==> config.mk <==
export PLATFORM = sky130hd
export DESIGN_NAME = disp_addr_gen
export DESIGN_NICKNAME = d
export VERILOG_FILES = /design/src/rtl/disp_addr_pkg.sv /design/src/rtl/disp_addr_ctrl.sv /design/src/rtl/disp_addr_path.sv /design/src/rtl/disp_addr_gen.sv
export SDC_FILE = /design/constraint.sdc
export NUM_CORES = 1
export LEC_CHECK = 0
export ABC_CLOCK_PERIOD_IN_PS = 1600
export BUFFER_PORTS_ARGS = -buffer_cell sky130_fd_sc_hd__buf_2
export CORE_MARGIN = 2
export CORE_UTILIZATION = 41
export DETAILED_ROUTE_END_ITERATION = 10
export HOLD_SLACK_MARGIN = 0.08
export PLACE_DENSITY = 0.75
export SYNTH_ARGS = -nofsm -noshare
export SYNTH_HDL_FRONTEND = slang
export SYNTH_SLANG_ARGS = --single-unit
==> constraint.sdc <==
create_clock -name clk -period 1.6 [get_ports clk]
set_input_delay 0.16 -clock clk [delete_from_list [all_inputs] [get_ports clk]]
set_output_delay 0.16 -clock clk [all_outputs]
set_load 0.01 [all_outputs]
==> src/rtl/disp_addr_pkg.sv <==
package disp_addr_pkg;
  typedef struct packed {
    logic       ldPage;
    logic       ldColHi;
    logic       ldColLo;
    logic       ldDir;
    logic       wrAcc;
    logic       rdAcc;
    logic [3:0] nib;
    logic       dirRev;
  } ctrlStb_t;
endpackage

==> src/rtl/disp_addr_ctrl.sv <==
module disp_addr_ctrl
  import disp_addr_pkg::*;
#(
  parameter int NumPages = 9
) (
  input  logic       clk,
  input  logic       rstN,
  input  logic       valid,
  input  logic       isData,
  input  logic       isRead,
  input  logic [7:0] hostByte,
  output ctrlStb_t   stb
);
  localparam logic [3:0] PageOp = 4'hB;
  localparam logic [3:0] ColHiOp = 4'h1;
  localparam logic [3:0] ColLoOp = 4'h0;
  localparam logic [6:0] DirOp = 7'b1010000;

  logic isCmd;
  assign isCmd = valid && !isData;

  always_comb begin
    stb         = '0;
    stb.nib     = hostByte[3:0];
    stb.dirRev  = hostByte[0];
    stb.wrAcc   = valid && isData && !isRead;
    stb.rdAcc   = valid && isData && isRead;
    stb.ldPage  = isCmd && (hostByte[7:4] == PageOp) && (int'(hostByte[3:0]) < NumPages);
    stb.ldColHi = isCmd && (hostByte[7:4] == ColHiOp);
    stb.ldColLo = isCmd && (hostByte[7:4] == ColLoOp);
    stb.ldDir   = isCmd && (hostByte[7:1] == DirOp);
  end

  // at most one action per host byte
  p_one_action_r9: assert property (@(posedge clk) disable iff (!rstN)
    $onehot0({stb.ldPage, stb.ldColHi, stb.ldColLo, stb.ldDir, stb.wrAcc, stb.rdAcc}));
endmodule

==> src/rtl/disp_addr_path.sv <==
module disp_addr_path
  import disp_addr_pkg::*;
#(
  parameter int NumCols  = 132,
  parameter int NumPages = 9,
  parameter int ColW     = 8,
  parameter int PageW    = 4,
  parameter int DataW    = 8
) (
  input  logic             clk,
  input  logic             rstN,
  input  ctrlStb_t         stb,
  input  logic [DataW-1:0] hostByte,
  input  logic [DataW-1:0] memRdData,
  output logic [PageW-1:0] page,
  output logic [ColW-1:0]  physCol,
  output logic             wrEn,
  output logic [DataW-1:0] wrData,
  output logic             rdEn,
  output logic [DataW-1:0] hostRdData
);
  localparam int HiW = ColW - 4;
  localparam logic [ColW-1:0]  LastCol  = ColW'(NumCols - 1);
  localparam logic [PageW-1:0] LastPage = PageW'(NumPages - 1);

  logic [PageW-1:0] pageQ;
  logic [ColW-1:0]  colQ;
  logic             revQ;
  logic             inRange;
  logic             onLastPage;

  assign inRange    = (colQ <= LastCol);
  assign onLastPage = (pageQ == LastPage);

  always_ff @(posedge clk) begin
    if (!rstN) begin
      pageQ <= '0;
      colQ  <= '0;
      revQ  <= 1'b0;
    end else begin
      if (stb.ldPage)  pageQ <= stb.nib[PageW-1:0];
      if (stb.ldDir)   revQ  <= stb.dirRev;
      if (stb.ldColHi) colQ  <= {stb.nib[HiW-1:0], colQ[3:0]};
      else if (stb.ldColLo) colQ <= {colQ[ColW-1:4], stb.nib};
      else if ((stb.wrAcc || stb.rdAcc) && inRange) colQ <= colQ + 1'b1;
    end
  end

  always_comb begin
    page       = pageQ;
    physCol    = (revQ && inRange) ? (LastCol - colQ) : colQ;
    wrEn       = stb.wrAcc && inRange;
    rdEn       = stb.rdAcc && inRange;
    wrData     = onLastPage ? DataW'(hostByte[0]) : hostByte;
    hostRdData = onLastPage ? DataW'(memRdData[0]) : memRdData;
  end

  p_step_r4: assert property (@(posedge clk) disable iff (!rstN)
    ((stb.wrAcc || stb.rdAcc) && inRange) |=> (colQ == ColW'($past(colQ) + 1'b1)));

  p_hold_r5: assert property (@(posedge clk) disable iff (!rstN)
    (!inRange && !stb.ldColHi && !stb.ldColLo) |=> $stable(colQ));

  p_page_kept_r6: assert property (@(posedge clk) disable iff (!rstN)
    (stb.wrAcc || stb.rdAcc) |=> $stable(pageQ));

  p_page_range_r2: assert property (@(posedge clk) disable iff (!rstN)
    pageQ <= LastPage);

  p_strobe_range_r5: assert property (@(posedge clk) disable iff (!rstN)
    (wrEn || rdEn) |-> (physCol <= LastCol));
endmodule

==> src/rtl/disp_addr_gen.sv <==
module disp_addr_gen
  import disp_addr_pkg::*;
#(
  parameter int NumCols  = 132,
  parameter int NumPages = 9,
  parameter int ColW     = 8,
  parameter int PageW    = 4,
  parameter int DataW    = 8
) (
  input  logic             clk,
  input  logic             rstN,
  input  logic             valid,
  input  logic             isData,
  input  logic             isRead,
  input  logic [DataW-1:0] hostByte,
  input  logic [DataW-1:0] memRdData,
  output logic [PageW-1:0] page,
  output logic [ColW-1:0]  physCol,
  output logic             wrEn,
  output logic [DataW-1:0] wrData,
  output logic             rdEn,
  output logic [DataW-1:0] hostRdData
);
  ctrlStb_t stb;

  disp_addr_ctrl #(.NumPages(NumPages)) u_ctrl (
    .clk(clk), .rstN(rstN), .valid(valid), .isData(isData),
    .isRead(isRead), .hostByte(hostByte[7:0]), .stb(stb)
  );

  disp_addr_path #(
    .NumCols(NumCols), .NumPages(NumPages), .ColW(ColW),
    .PageW(PageW), .DataW(DataW)
  ) u_path (
    .clk(clk), .rstN(rstN), .stb(stb), .hostByte(hostByte),
    .memRdData(memRdData), .page(page), .physCol(physCol),
    .wrEn(wrEn), .wrData(wrData), .rdEn(rdEn), .hostRdData(hostRdData)
  );

  p_cmd_no_strobe_r9: assert property (@(posedge clk) disable iff (!rstN)
    (!valid || !isData) |-> (!wrEn && !rdEn));
endmodule

==> key figures, run 1 <==
Status
  • Outcome: finished with violations
  • Failing checks: setup timing

CTS
  • CTS Buf Count: 3
  • CTS tree: built
  • Max clock buf depth: 2
  • Clock Latency Late Sink: 0.28 ns
  • CTS hold repair buffers: 0
  • Worst-path clk slew: 0.09 ns
  • H-tree depth: 1
  • Root buf cell: clkbuf_4
  • CTS Sinks: 13

Timing
  • # setup viols final: 16
  • Min Tclk post-route: 1.91 ns
  • Slew HR: 68.4%
  • Setup ws final: -0.309 ns
  • Fmax achieved: 0.524 GHz
  • Max-slew violations: 0
  • Final cycle utilization of the critical path: 119%
  • Layout Skew: 0.00440 ns
  • Setup TNS: -2.73 ns
  • Final Hold Violating Endpoints: 0
  • Unrepaired setup endpoints after global routing: yes
  • Worst Max-Slew Pin Slew: 0.470 ns

Placement
  • Detailed placement HPWL: 2570 microns
  • Dpl cells: 218
  • Port bufs: 48
  • RePlAce Congestion: 0.863
  • Pre-CTS WS: -0.0778 ns

Drt
  • Wire per inst: 15.6 microns
  • Via/cell ratio: 5.65
  • Starting DRC count in detailed routing: 39
  • Drt pass-1 iters: 4
  • Vias: 1,305
  • Final WL: 3610 microns
  • DRC Markers: 0
  • ANT nets after route: 0

Layout
  • Finished Core Util: 66.3%
  • Post-route insts no fill: 231
  • Layout fillers: 214
  • Share of cells above drive strength 1: 49.3%
  • Post-layout net count: 226
  • Diode count: 0
  • Synth-to-Final Area Change: 55.3%

Critical path
  • Delay-heaviest family, CP: flip-flops
  • CP Buf/Inv Count: 3
  • Kind of critical path: reg2out
  • Largest fanout on the critical path: 6
  • Critical path's most frequent cell: buf_6
  • CP Cell Sequence: inv_2 -> ha_4 -> nor4b_4 -> o21ai_4 -> buf_6 -> mux2_4 -> buf_6
  • Crit start category: register
  • Worst Path Arrival: 1.75 ns
  • Cell at the slowest stage of the critical path: dfxtp_2
  • Worst setup EP type: primary output
  • Critical Path Source: u_path.colQ[2]$_SDFFE_PN0P_
  • Req. time, crit path: 1.44 ns
  • Crit path largest cell delay: 0.34 ns
  • Worst reg2reg startpoint: u_path.colQ[2]$_SDFFE_PN0P_

Die
  • Row count: 18
  • Die area: 0.00298 sq mm
  • Initial core utilization: 42.7%
  • Die W: 54.6 microns
  • Die height: 54.6 microns
  • IO Pins: 51
  • Core Box Area: 0.00245 sq mm

Yosys
  • Syn_nets: 157
  • Synth Area in Compound Gates: 17.2%
  • Seq/Total Area, Yosys: 24.8%
  • Post-synthesis mux area share: 4.89%
  • Syn Inst Count: 133
  • Mean post-synth cell area: 7.88 sq um
  • Synth Area in Simple Gates: 37.1%
  • Yosys Warn Count: 0
  • Post-Synth XOR/XNOR Area: 5.85%
  • #FFs+latches synth: 13
  • Area of the mapped netlist: 0.00105 sq mm
  • Adder-cell share of the synthesized area: 3.58%
  • Unique cell type count in the Yosys netlist: 47
  • Largest family of logic cells by synthesized area: simple AND/OR/NAND/NOR gates

GRT
  • Global Route Usage Sum: 24.9%
  • Pin count of the biggest net entering global routing: 12
  • First-pass GRT wire length: 5310 microns
  • GRT Residual Overflow: 0
  • Antenna violations before repair: 0
  • Vias in the first global route: 1,174

Hold path
  • Worst Hold Class: in2reg
  • Worst hold start: rstN

Run
  • Max-Cap Viols: 0

Pwr
  • Leakage: 0.000743 uW
  • VDD IR-drop max: 0.000490 V
  • Pwr Density: 475 mW/mm^2
routing by layer:
layer | up-vias | global-route usage, % | share of wire, %
li1 | 611 | - | -
met1 | 607 | 26.7 | 36
met2 | 73 | 47.4 | 54
met3 | 14 | 4.10 | 7.7
met4 | 0 | 10.4 | 2.1
met5 | - | 0 | 0
final cells by class:
type	count	area, sq um	area share (%)
flip-flops and latches	13	263	16.1
multi-input cells	106	818	50.3
well taps	30	37.5	2.31
clock buffers	4	26.3	1.61
inverters	5	18.8	1.15
repair buffers	73	464	28.5
where the power goes:
group,total [uW],internal [uW],switching [uW],leakage [uW]
Clock,216,96.7,120,0.0000150
Combinational,217,109,108,0.000622
Sequential,340,330,9.64,0.000106
cells in the mapped netlist (all sizes together):
library cell / count / area [sq um]
or2: 1 / 6.26
mux2: 1 / 11.3
dfxtp: 13 / 260
xor2: 3 / 26.3
nand3: 4 / 20.0
nor4: 1 / 6.26
nor4b: 3 / 41.3
o32a: 1 / 10.0
a211oi: 2 / 20.0
o21a: 1 / 7.51
or3: 2 / 17.5
mux2i: 4 / 40.0
nand2: 10 / 37.5
a211o: 1 / 8.76
buf: 7 / 42.5
a31oi: 2 / 12.5
a21oi: 3 / 15.0
nand4: 1 / 6.26
and3: 1 / 6.26
nor3: 8 / 40.0
nor2b: 13 / 81.3
ha: 3 / 37.5
a311oi: 1 / 8.76
o221a: 1 / 11.3
o21ai: 3 / 15.0
or4b: 1 / 10.0
a22oi: 2 / 20.0
a32oi: 1 / 8.76
or3b: 1 / 11.3
clkbuf: 2 / 7.51
inv: 5 / 18.8
nand2b: 1 / 6.26
o21bai: 2 / 15.0
xnor2: 4 / 35.0
o41ai: 1 / 8.76
or4: 2 / 15.0
o21ba: 1 / 10.0
nor3b: 2 / 15.0
and2: 2 / 12.5
nor2: 15 / 56.3
a221oi: 1 / 8.76
placed cells by master (no fill, tap or decap), types with 3 or more instances in the layout:
master,instances
nor2_1,14
buf_4,17
nand2_1,10
nor2b_1,13
inv_1,3
xnor2_1,3
mux2i_1,4
nand3_1,4
clkbuf_4,3
xor2_1,3
buf_6,9
buf_2,47
dfxtp_1,11
nor3_1,7
a21oi_1,3
kinds of logic after synthesis:
family	Yosys count
compound gates	23
xor+xnor	7
fa+ha+maj	3
buf+inv	14
flops	13
mux	5
simple gates	68
what timing repair did:
item | in CTS | in global routing
cloned | 0 | 1
endpoints found under the hold margin | 0 | 0
endpoints found under the setup margin | 9 | 17
gates resized for setup | 12 | 16
pin swaps | 6 | 8
buffers inserted | 6 | 2
worst reg2reg max path, cell delays in order, from the launching register on:
cell and delay, ns:
dfxtp_2 0.33, inv_2 0.06, ha_4 0.13, nor4b_4 0.26
buf_4 0.20, o21ba_4 0.16, buf_6 0.10, buf_6 0.11
a221oi_2 0.06, nor4_1 0.24
sequential cells by signal, indices dropped and copies added, names as in the netlist:
register / cells
u_path.colQ: 8
u_path.page: 4
u_path.revQ: 1
stage by stage:
stage	hold WS (ns)	cell area [sq um]	power (uW)
global placement	0.320	1410	521
floorplan	0.307	1060	439
finish	0.157	1630	773
detailed placement	0.320	1410	527
CTS	0.152	1530	749
global route	0.152	1630	807
final timing paths:
kind                                 end  slack, ns  cells past startpoint
min          u_path.page[3]$_SDFFE_PN0P_       0.16                      2
min reg2reg  u_path.colQ[7]$_SDFFE_PN0P_       0.52                      2
max                           physCol[3]      -0.31                      7
max reg2reg  u_path.colQ[2]$_SDFFE_PN0P_      -0.15                      9
(Power assumes the default switching activity.)
==> inputs of run 2 (changes only) <==
ABC_AREA = 1   (was default)
CORE_UTILIZATION = 43   (was 41)
PLACE_DENSITY = 0.76   (was 0.75)
SETUP_SLACK_MARGIN = 0.02   (was default)
==> key figures, run 2 <==
Pwr
  • Pwr Density: 563 mW/mm^2 (was 475 mW/mm^2)
  • VDD IR-drop max: 0.000348 V (was 0.000490 V)
  • Leakage: 0.000908 uW (was 0.000743 uW)

Critical path
  • Reg-to-reg setup timing slack: 0.26 ns (was -0.15 ns)
  • Largest fanout on the critical path: 7 (was 6)
  • Kind of critical path: reg2out (unchanged)
  • Worst setup EP type: primary output (unchanged)
  • Critical Path Source: u_path.colQ[2]$_SDFFE_PN0P_ (unchanged)
  • R2r worst-path depth: 10 (was 9)
  • Worst Path Arrival: 1.47 ns (was 1.75 ns)
  • R2r endpoint: u_path.colQ[3]$_SDFFE_PN0P_ (was u_path.colQ[2]$_SDFFE_PN0P_)
  • Req. time, crit path: 1.44 ns (about the same)
  • Crit start category: register (unchanged)
  • Worst reg2reg startpoint: u_path.colQ[2]$_SDFFE_PN0P_ (unchanged)

Layout
  • Post-route insts no fill: 285 (was 231)
  • Diode count: 0 (unchanged)
  • Commonest non-fill, non-tap cells in the layout: buf_2, nor2_1, nand2_1, inv_1, nand3_1 (was buf_2, buf_4, nor2_1, nor2b_1, dfxtp_1)
  • Reg with most FFs: u_path.colQ (unchanged)
  • Max FFs per register: 8 (unchanged)
  • Share of cells above drive strength 1: 37.0% (was 49.3%)
  • Post-layout net count: 279 (was 226)
  • Synth-to-Final Area Change: 33.4% (was 55.3%)
  • Commonest non-fill, non-tap cell in the layout: buf_2 (unchanged)
  • Final Cell Area: 0.00165 sq mm (was 0.00163 sq mm)
  • Layout fillers: 258 (was 214)

Timing
  • Min Tclk post-route: 1.63 ns (was 1.91 ns)
  • Worst Max-Slew Pin Slew: 0.294 ns (was 0.470 ns)
  • Setup TNS: -0.0983 ns (was -2.73 ns)
  • Layout Skew: 0.00221 ns (was 0.00440 ns)
  • Fmax achieved: 0.612 GHz (was 0.524 GHz)
  • Unrepaired setup endpoints after global routing: yes (unchanged)
  • # setup viols final: 5 (was 16)
  • Slew HR: 80.3% (was 68.4%)
  • Final Hold Violating Endpoints: 0 (unchanged)
  • Setup ws final: -0.0341 ns (was -0.309 ns)
  • Max-slew violations: 0 (unchanged)
  • Final cycle utilization of the critical path: 102% (was 119%)

Drt
  • Starting DRC count in detailed routing: 38 (was 39)
  • Vias: 1,362 (was 1,305)
  • Via/cell ratio: 4.78 (was 5.65)
  • Wire per inst: 11.0 microns (was 15.6 microns)
  • ANT nets after route: 0 (unchanged)
  • Drt pass-1 iters: 5 (was 4)
  • Final WL: 3130 microns (was 3610 microns)
  • DRC Markers: 0 (unchanged)

Placement
  • Port bufs: 48 (unchanged)
  • Area post-placement: 0.00148 sq mm (was 0.00141 sq mm)
  • Detailed placement HPWL: 2400 microns (was 2570 microns)
  • RePlAce Congestion: 0.815 (was 0.863)
  • Pre-CTS WS: 0.147 ns (was -0.0778 ns)
  • Dpl cells: 274 (was 218)

Yosys
  • Post-synth top flop: dfxtp_1 (unchanged)
  • Syn_nets: 224 (was 157)
  • Share of the synthesized area in the top cell type: 21.1% (was 24.8%)
  • Synth top cells by count: nand2_1, nor2_1, inv_1, nand3_1, dfxtp_1 (was nor2_1, dfxtp_1, nor2b_1, nand2_1, nor3_1)
  • Area contributors post-synth: dfxtp_1, nand2_1, nor2_1 (was dfxtp_1, nor2b_1, nor2_1)
  • Yosys Warn Count: 0 (unchanged)
  • Seq/Total Area, Yosys: 21.1% (was 24.8%)
  • Post-synth EDFFs: 0 (unchanged)
  • Ys async rst share: 0% (unchanged)
  • Unique cell type count in the Yosys netlist: 29 (was 47)
  • Syn Inst Count: 200 (was 133)
  • Area of the mapped netlist: 0.00124 sq mm (was 0.00105 sq mm)
  • #FFs+latches synth: 13 (unchanged)
  • Mean post-synth cell area: 6.18 sq um (was 7.88 sq um)
  • Cell taking the most area after synthesis: dfxtp_1 (unchanged)

Hold path
  • Hold Path End: u_path.page[2]$_SDFFE_PN0P_ (was u_path.page[3]$_SDFFE_PN0P_)
  • Worst Hold Class: in2reg (unchanged)
  • Worst hold start: hostByte[2] (was rstN)
  • Hold Path Stages: 3 (was 2)

CTS
  • Clock Latency Late Sink: 0.27 ns (was 0.28 ns)
  • CTS Sinks: 13 (unchanged)
  • CTS hold repair buffers: 0 (unchanged)
  • CTS tree: built (unchanged)
  • Worst-path clk slew: 0.08 ns (was 0.09 ns)
  • Root buf cell: clkbuf_4 (unchanged)
  • CTS Buf Count: 3 (unchanged)
  • H-tree depth: 1 (unchanged)
  • Max clock buf depth: 2 (unchanged)

Status
  • Outcome: finished with violations (unchanged)
  • Failing checks: setup timing (unchanged)

Die
  • Die W: 57.6 microns (was 54.6 microns)
  • Die height: 57.6 microns (was 54.6 microns)
  • IO Pins: 51 (unchanged)
  • Die area: 0.00332 sq mm (was 0.00298 sq mm)
  • Initial core utilization: 45.2% (was 42.7%)
  • Core Box Area: 0.00273 sq mm (was 0.00245 sq mm)
  • Row count: 19 (was 18)

GRT
  • First-pass GRT wire length: 5060 microns (was 5310 microns)
  • Vias in the first global route: 1,208 (was 1,174)
  • Antenna violations before repair: 0 (unchanged)
  • GRT Residual Overflow: 0 (unchanged)
  • Pin count of the biggest net entering global routing: 15 (was 12)
  • Global Route Usage Sum: 18.9% (was 24.9%)

Run
  • Max-Cap Viols: 0 (unchanged)
==> run 2: cell count changes after synthesis, moves of 4 or more <==
cell,before,now
nand2_1,10,41
nor2_1,15,41
inv_1,5,28
nand3_1,4,17
nor2b_1,13,1
nor3_1,8,1
xor2_1,3,9
inv_2,0,4
mux2i_1,4,0
nand2_4,0,4
nor2_2,0,4
xnor2_1,4,0
==> run 2: logic make-up (layout without fill, tap and decap cells) <==
family | after synthesis | after routing | share of synthesized area, %
compound gates | 13 | 13 | 6.07
xor+xnor | 9 | 9 | 6.38
fa+ha+maj | 3 | 3 | 3.04
buf+inv | 40 | 94 | 14.7
flops | 13 | 13 | 21.1
simple gates | 122 | 122 | 48.8
==> run 2: where the power goes <==
group	internal [uW]	switching, uW
sequential	341	27.9
combinational	156	202
clock	96.3	105
total	593	335
==> run 2: worst max path at each step <==
stage                 end  slack, ns  depth (start not counted)
2_1_floorplan  physCol[6]       0.20                          7
3_5_place_dp   physCol[6]       0.15                          8
6_report       physCol[1]      -0.03                          8
5_1_grt        physCol[7]      -0.11                          6
4_1_cts        physCol[6]      -0.06                          8
3_3_place_gp   physCol[5]       0.20                          8
==> run 2: per-layer routing <==
layer / vias to the layer above / wire length [microns] / global-route usage, %
met5: - / 0 / 0
met4: 0 / 37 / 3.99
met3: 4 / 201 / 3.13
met2: 53 / 1460 / 33.6
met1: 583 / 1430 / 24.2
li1: 722 / - / -
==> run 2: critical path, cell delays in order (launching register included) <==
cell	delay, ns
dfxtp_4	0.37
inv_4	0.06
ha_4	0.14
nand3_4	0.06
nand2_4	0.10
nand2_8	0.09
buf_6	0.13
xor2_1	0.12
buf_2	0.13
==> run 2: layout make-up <==
cell class,count,area (sq um),area share [%]
inverter,32,123,7.44
sequential,13,270,16.4
multi-input combinational,147,868,52.7
tap,31,38.8,2.35
timing repair buffer,58,323,19.6
clock buffer,4,26.3,1.59
==> run 2: what timing repair did <==
| action | CTS | global route |
|---|---|---|
| setup endpoints to repair | 9 | 9 |
| gates resized for setup | 15 | 9 |
| endpoints found under the hold margin | 0 | 0 |
| pin swaps | 4 | 5 |
| setup buffers | 3 | 4 |
==> run 2: through the flow <==
| stage | utilization [%] | hold slack (ns) | total power (uW) |
|---|---|---|---|
| CTS | 58.1 | 0.197 | 902 |
| global placement | 54.0 | 0.320 | 664 |
| finish | 60.3 | 0.211 | 928 |
| floorplan | - | 0.323 | 577 |
| detailed placement | 54.0 | 0.320 | 669 |
| global route | 60.3 | 0.217 | 983 |
==> inputs of run 3 (changes only) <==
CORE_ASPECT_RATIO = 1.2   (was default)
==> key figures, run 3 (synthesis results as in run 2) <==
Die
  • Die W: 52.9 microns (was 57.6 microns)
  • Die area: 0.00332 sq mm (about the same)
  • Core Box Area: 0.00276 sq mm (was 0.00273 sq mm)
  • Die height: 62.7 microns (was 57.6 microns)
  • Row count: 21 (was 19)
  • Initial core utilization: 44.8% (was 45.2%)
  • IO Pins: 51 (unchanged)

Drt
  • Wire per inst: 10.7 microns (was 11.0 microns)
  • Top Metal Used: met4 (unchanged)
  • Drt pass-1 iters: 4 (was 5)
  • Met3 WL post-DR: 172 microns (was 201 microns)
  • Vias: 1,343 (was 1,362)
  • DRC Markers: 0 (unchanged)
  • Wl on met1: 1360 microns (was 1430 microns)
  • Final WL: 3040 microns (was 3130 microns)
  • ANT nets after route: 0 (unchanged)
  • Via/cell ratio: 4.71 (was 4.78)
  • Met2 WL: 1440 microns (was 1460 microns)
  • Starting DRC count in detailed routing: 40 (was 38)

GRT
  • Global Route Usage Sum: 19.0% (was 18.9%)
  • First-pass GRT wire length: 4930 microns (was 5060 microns)
  • Pin count of the biggest net entering global routing: 15 (unchanged)
  • GRT Residual Overflow: 0 (unchanged)
  • Vias in the first global route: 1,189 (was 1,208)
  • Antenna violations before repair: 0 (unchanged)

Layout
  • Layout fillers: 289 (was 258)
  • Post-route insts no fill: 285 (unchanged)
  • Post-layout net count: 276 (was 279)
  • Commonest non-fill, non-tap cell in the layout: buf_2 (unchanged)
  • Reg with most FFs: u_path.colQ (unchanged)
  • Share of cells above drive strength 1: 36.7% (was 37.0%)
  • Diode count: 0 (unchanged)
  • Synth-to-Final Area Change: 31.3% (was 33.4%)
  • Max FFs per register: 8 (unchanged)
  • Commonest non-fill, non-tap cells in the layout: buf_2, nor2_1, nand2_1, inv_1, nand3_1 (unchanged)

Timing
  • Hold Slack: 0.192 ns (was 0.211 ns)
  • Slew HR: 81.2% (was 80.3%)
  • Unrepaired setup endpoints after global routing: yes (unchanged)
  • Min Tclk post-route: 1.65 ns (was 1.63 ns)
  • Final cycle utilization of the critical path: 103% (was 102%)
  • Setup ws final: -0.0523 ns (was -0.0341 ns)
  • Fmax achieved: 0.605 GHz (was 0.612 GHz)
  • Worst Max-Slew Pin Slew: 0.281 ns (was 0.294 ns)
  • Max-slew violations: 0 (unchanged)
  • # setup viols final: 5 (unchanged)
  • Layout Skew: 0.00338 ns (was 0.00221 ns)
  • Final Hold Violating Endpoints: 0 (unchanged)

Critical path
  • Crit path largest cell delay: 0.37 ns (about the same)
  • Delay-heaviest family, CP: simple AND/OR/NAND/NOR gates (was flip-flops)
  • Worst Path Arrival: 1.49 ns (was 1.47 ns)
  • Req. time, crit path: 1.44 ns (about the same)
  • CP Cell Sequence: inv_2 -> ha_4 -> nand3_4 -> nand2_4 -> nand2_8 -> nor2_4 -> xor2_1 -> buf_2 (was inv_4 -> ha_4 -> nand3_4 -> nand2_4 -> nand2_8 -> buf_6 -> xor2_1 -> buf_2)
  • R2r worst-path depth: 10 (unchanged)
  • Kind of critical path: reg2out (unchanged)
  • Cell at the slowest stage of the critical path: dfxtp_4 (unchanged)
  • Worst reg2reg startpoint: u_path.colQ[2]$_SDFFE_PN0P_ (unchanged)
  • Worst setup EP type: primary output (unchanged)
  • Largest fanout on the critical path: 7 (unchanged)
  • R2r endpoint: u_path.colQ[3]$_SDFFE_PN0P_ (unchanged)
  • Crit start category: register (unchanged)
  • CP Buf/Inv Count: 2 (was 3)
  • Reg-to-reg setup timing slack: 0.27 ns (was 0.26 ns)

CTS
  • Clock Latency Late Sink: 0.27 ns (about the same)
  • CTS Sinks: 13 (unchanged)
  • H-tree depth: 1 (unchanged)
  • CTS Buf Count: 3 (unchanged)
  • CTS hold repair buffers: 0 (unchanged)
  • Worst-path clk slew: 0.08 ns (about the same)
  • CTS tree: built (unchanged)
  • Max clock buf depth: 2 (unchanged)
  • Root buf cell: clkbuf_4 (unchanged)

Placement
  • Dpl cells: 276 (was 274)
  • Detailed placement HPWL: 2350 microns (was 2400 microns)
  • Port bufs: 48 (unchanged)
  • Pre-CTS WS: 0.0766 ns (was 0.147 ns)
  • RePlAce Congestion: 0.868 (was 0.815)

Pwr
  • Pwr Density: 561 mW/mm^2 (was 563 mW/mm^2)
  • Leakage: 0.000891 uW (was 0.000908 uW)
  • Total Power: 910 uW (was 928 uW)
  • VDD IR-drop max: 0.000272 V (was 0.000348 V)

Hold path
  • Hold Path Stages: 3 (unchanged)
  • Worst hold start: rstN (was hostByte[2])
  • Worst Hold Class: in2reg (unchanged)
  • Hold Path End: u_path.colQ[3]$_SDFFE_PN0P_ (was u_path.page[2]$_SDFFE_PN0P_)

Status
  • Outcome: finished with violations (unchanged)
  • Failing checks: setup timing (unchanged)

Run
  • Max-Cap Viols: 0 (unchanged)
-- run 3: changes by cell type in the layout (fill, tap and decap cells not counted), sizes merged --
cell and change:
buf -3
-- run 3: power by group --
group          total (uW)  internal, uW  leakage [uW]  switching, uW
Combinational         340           146      0.000767            194
Sequential            370           341      0.000108           28.5
Clock                 200          96.6     0.0000150            104
-- run 3: timing repair --
| item | 4_1_cts | 5_1_grt |
|---|---|---|
| setup endpoints to repair | 9 | 9 |
| resized for setup | 11 | 11 |
| buffers inserted | 3 | 2 |
| pin swaps | 0 | 4 |
-- run 3: worst min-delay path, cell delays in order --
cell	delay (ns)
buf_2	0.16
nand2_1	0.08
nor2_1	0.03
-- run 3: cell type report --
type	count	area (sq um)	area share, %
Clock buffer	4	26.3	1.62
Timing Repair Buffer	55	293	18.0
Tap cell	34	42.5	2.62
Inverter	32	123	7.56
Multi-Input combinational cell	147	868	53.5
Sequential cell	13	270	16.7
-- run 3: how the worst max path moves through the flow --
| stage | startpoint | end | slack (ns) | cells after the start |
|---|---|---|---|---|
| global route | u_path.colQ[2]$_SDFFE_PN0P_ | physCol[6] | -0.14 | 8 |
| detailed placement | u_path.colQ[3]$_SDFFE_PN0P_ | physCol[6] | 0.08 | 8 |
| finish | u_path.colQ[2]$_SDFFE_PN0P_ | physCol[6] | -0.05 | 8 |
| floorplan | u_path.colQ[2]$_SDFFE_PN0P_ | physCol[6] | 0.20 | 7 |
| CTS | u_path.colQ[3]$_SDFFE_PN0P_ | physCol[7] | -0.05 | 8 |
| global placement | u_path.colQ[3]$_SDFFE_PN0P_ | physCol[6] | 0.13 | 8 |
-- run 3: through the flow --
| step | util (%) | cell area [sq um] | TNS [ns] |
|---|---|---|---|
| after floorplan | - | 1240 | 0 |
| after global placement | 53.4 | 1470 | 0 |
| after detailed placement | 53.4 | 1470 | 0 |
| after CTS | 56.7 | 1560 | -0.195 |
| after global routing | 58.8 | 1620 | -0.761 |
| final | 58.8 | 1620 | -0.134 |
-- run 3: layer usage --
layer  vias to the layer above  GRT usage, %
li1                        714             -
met1                       572          24.7
met2                        51          31.4
met3                         6          2.15
met4                         0          7.05
met5                         -             0
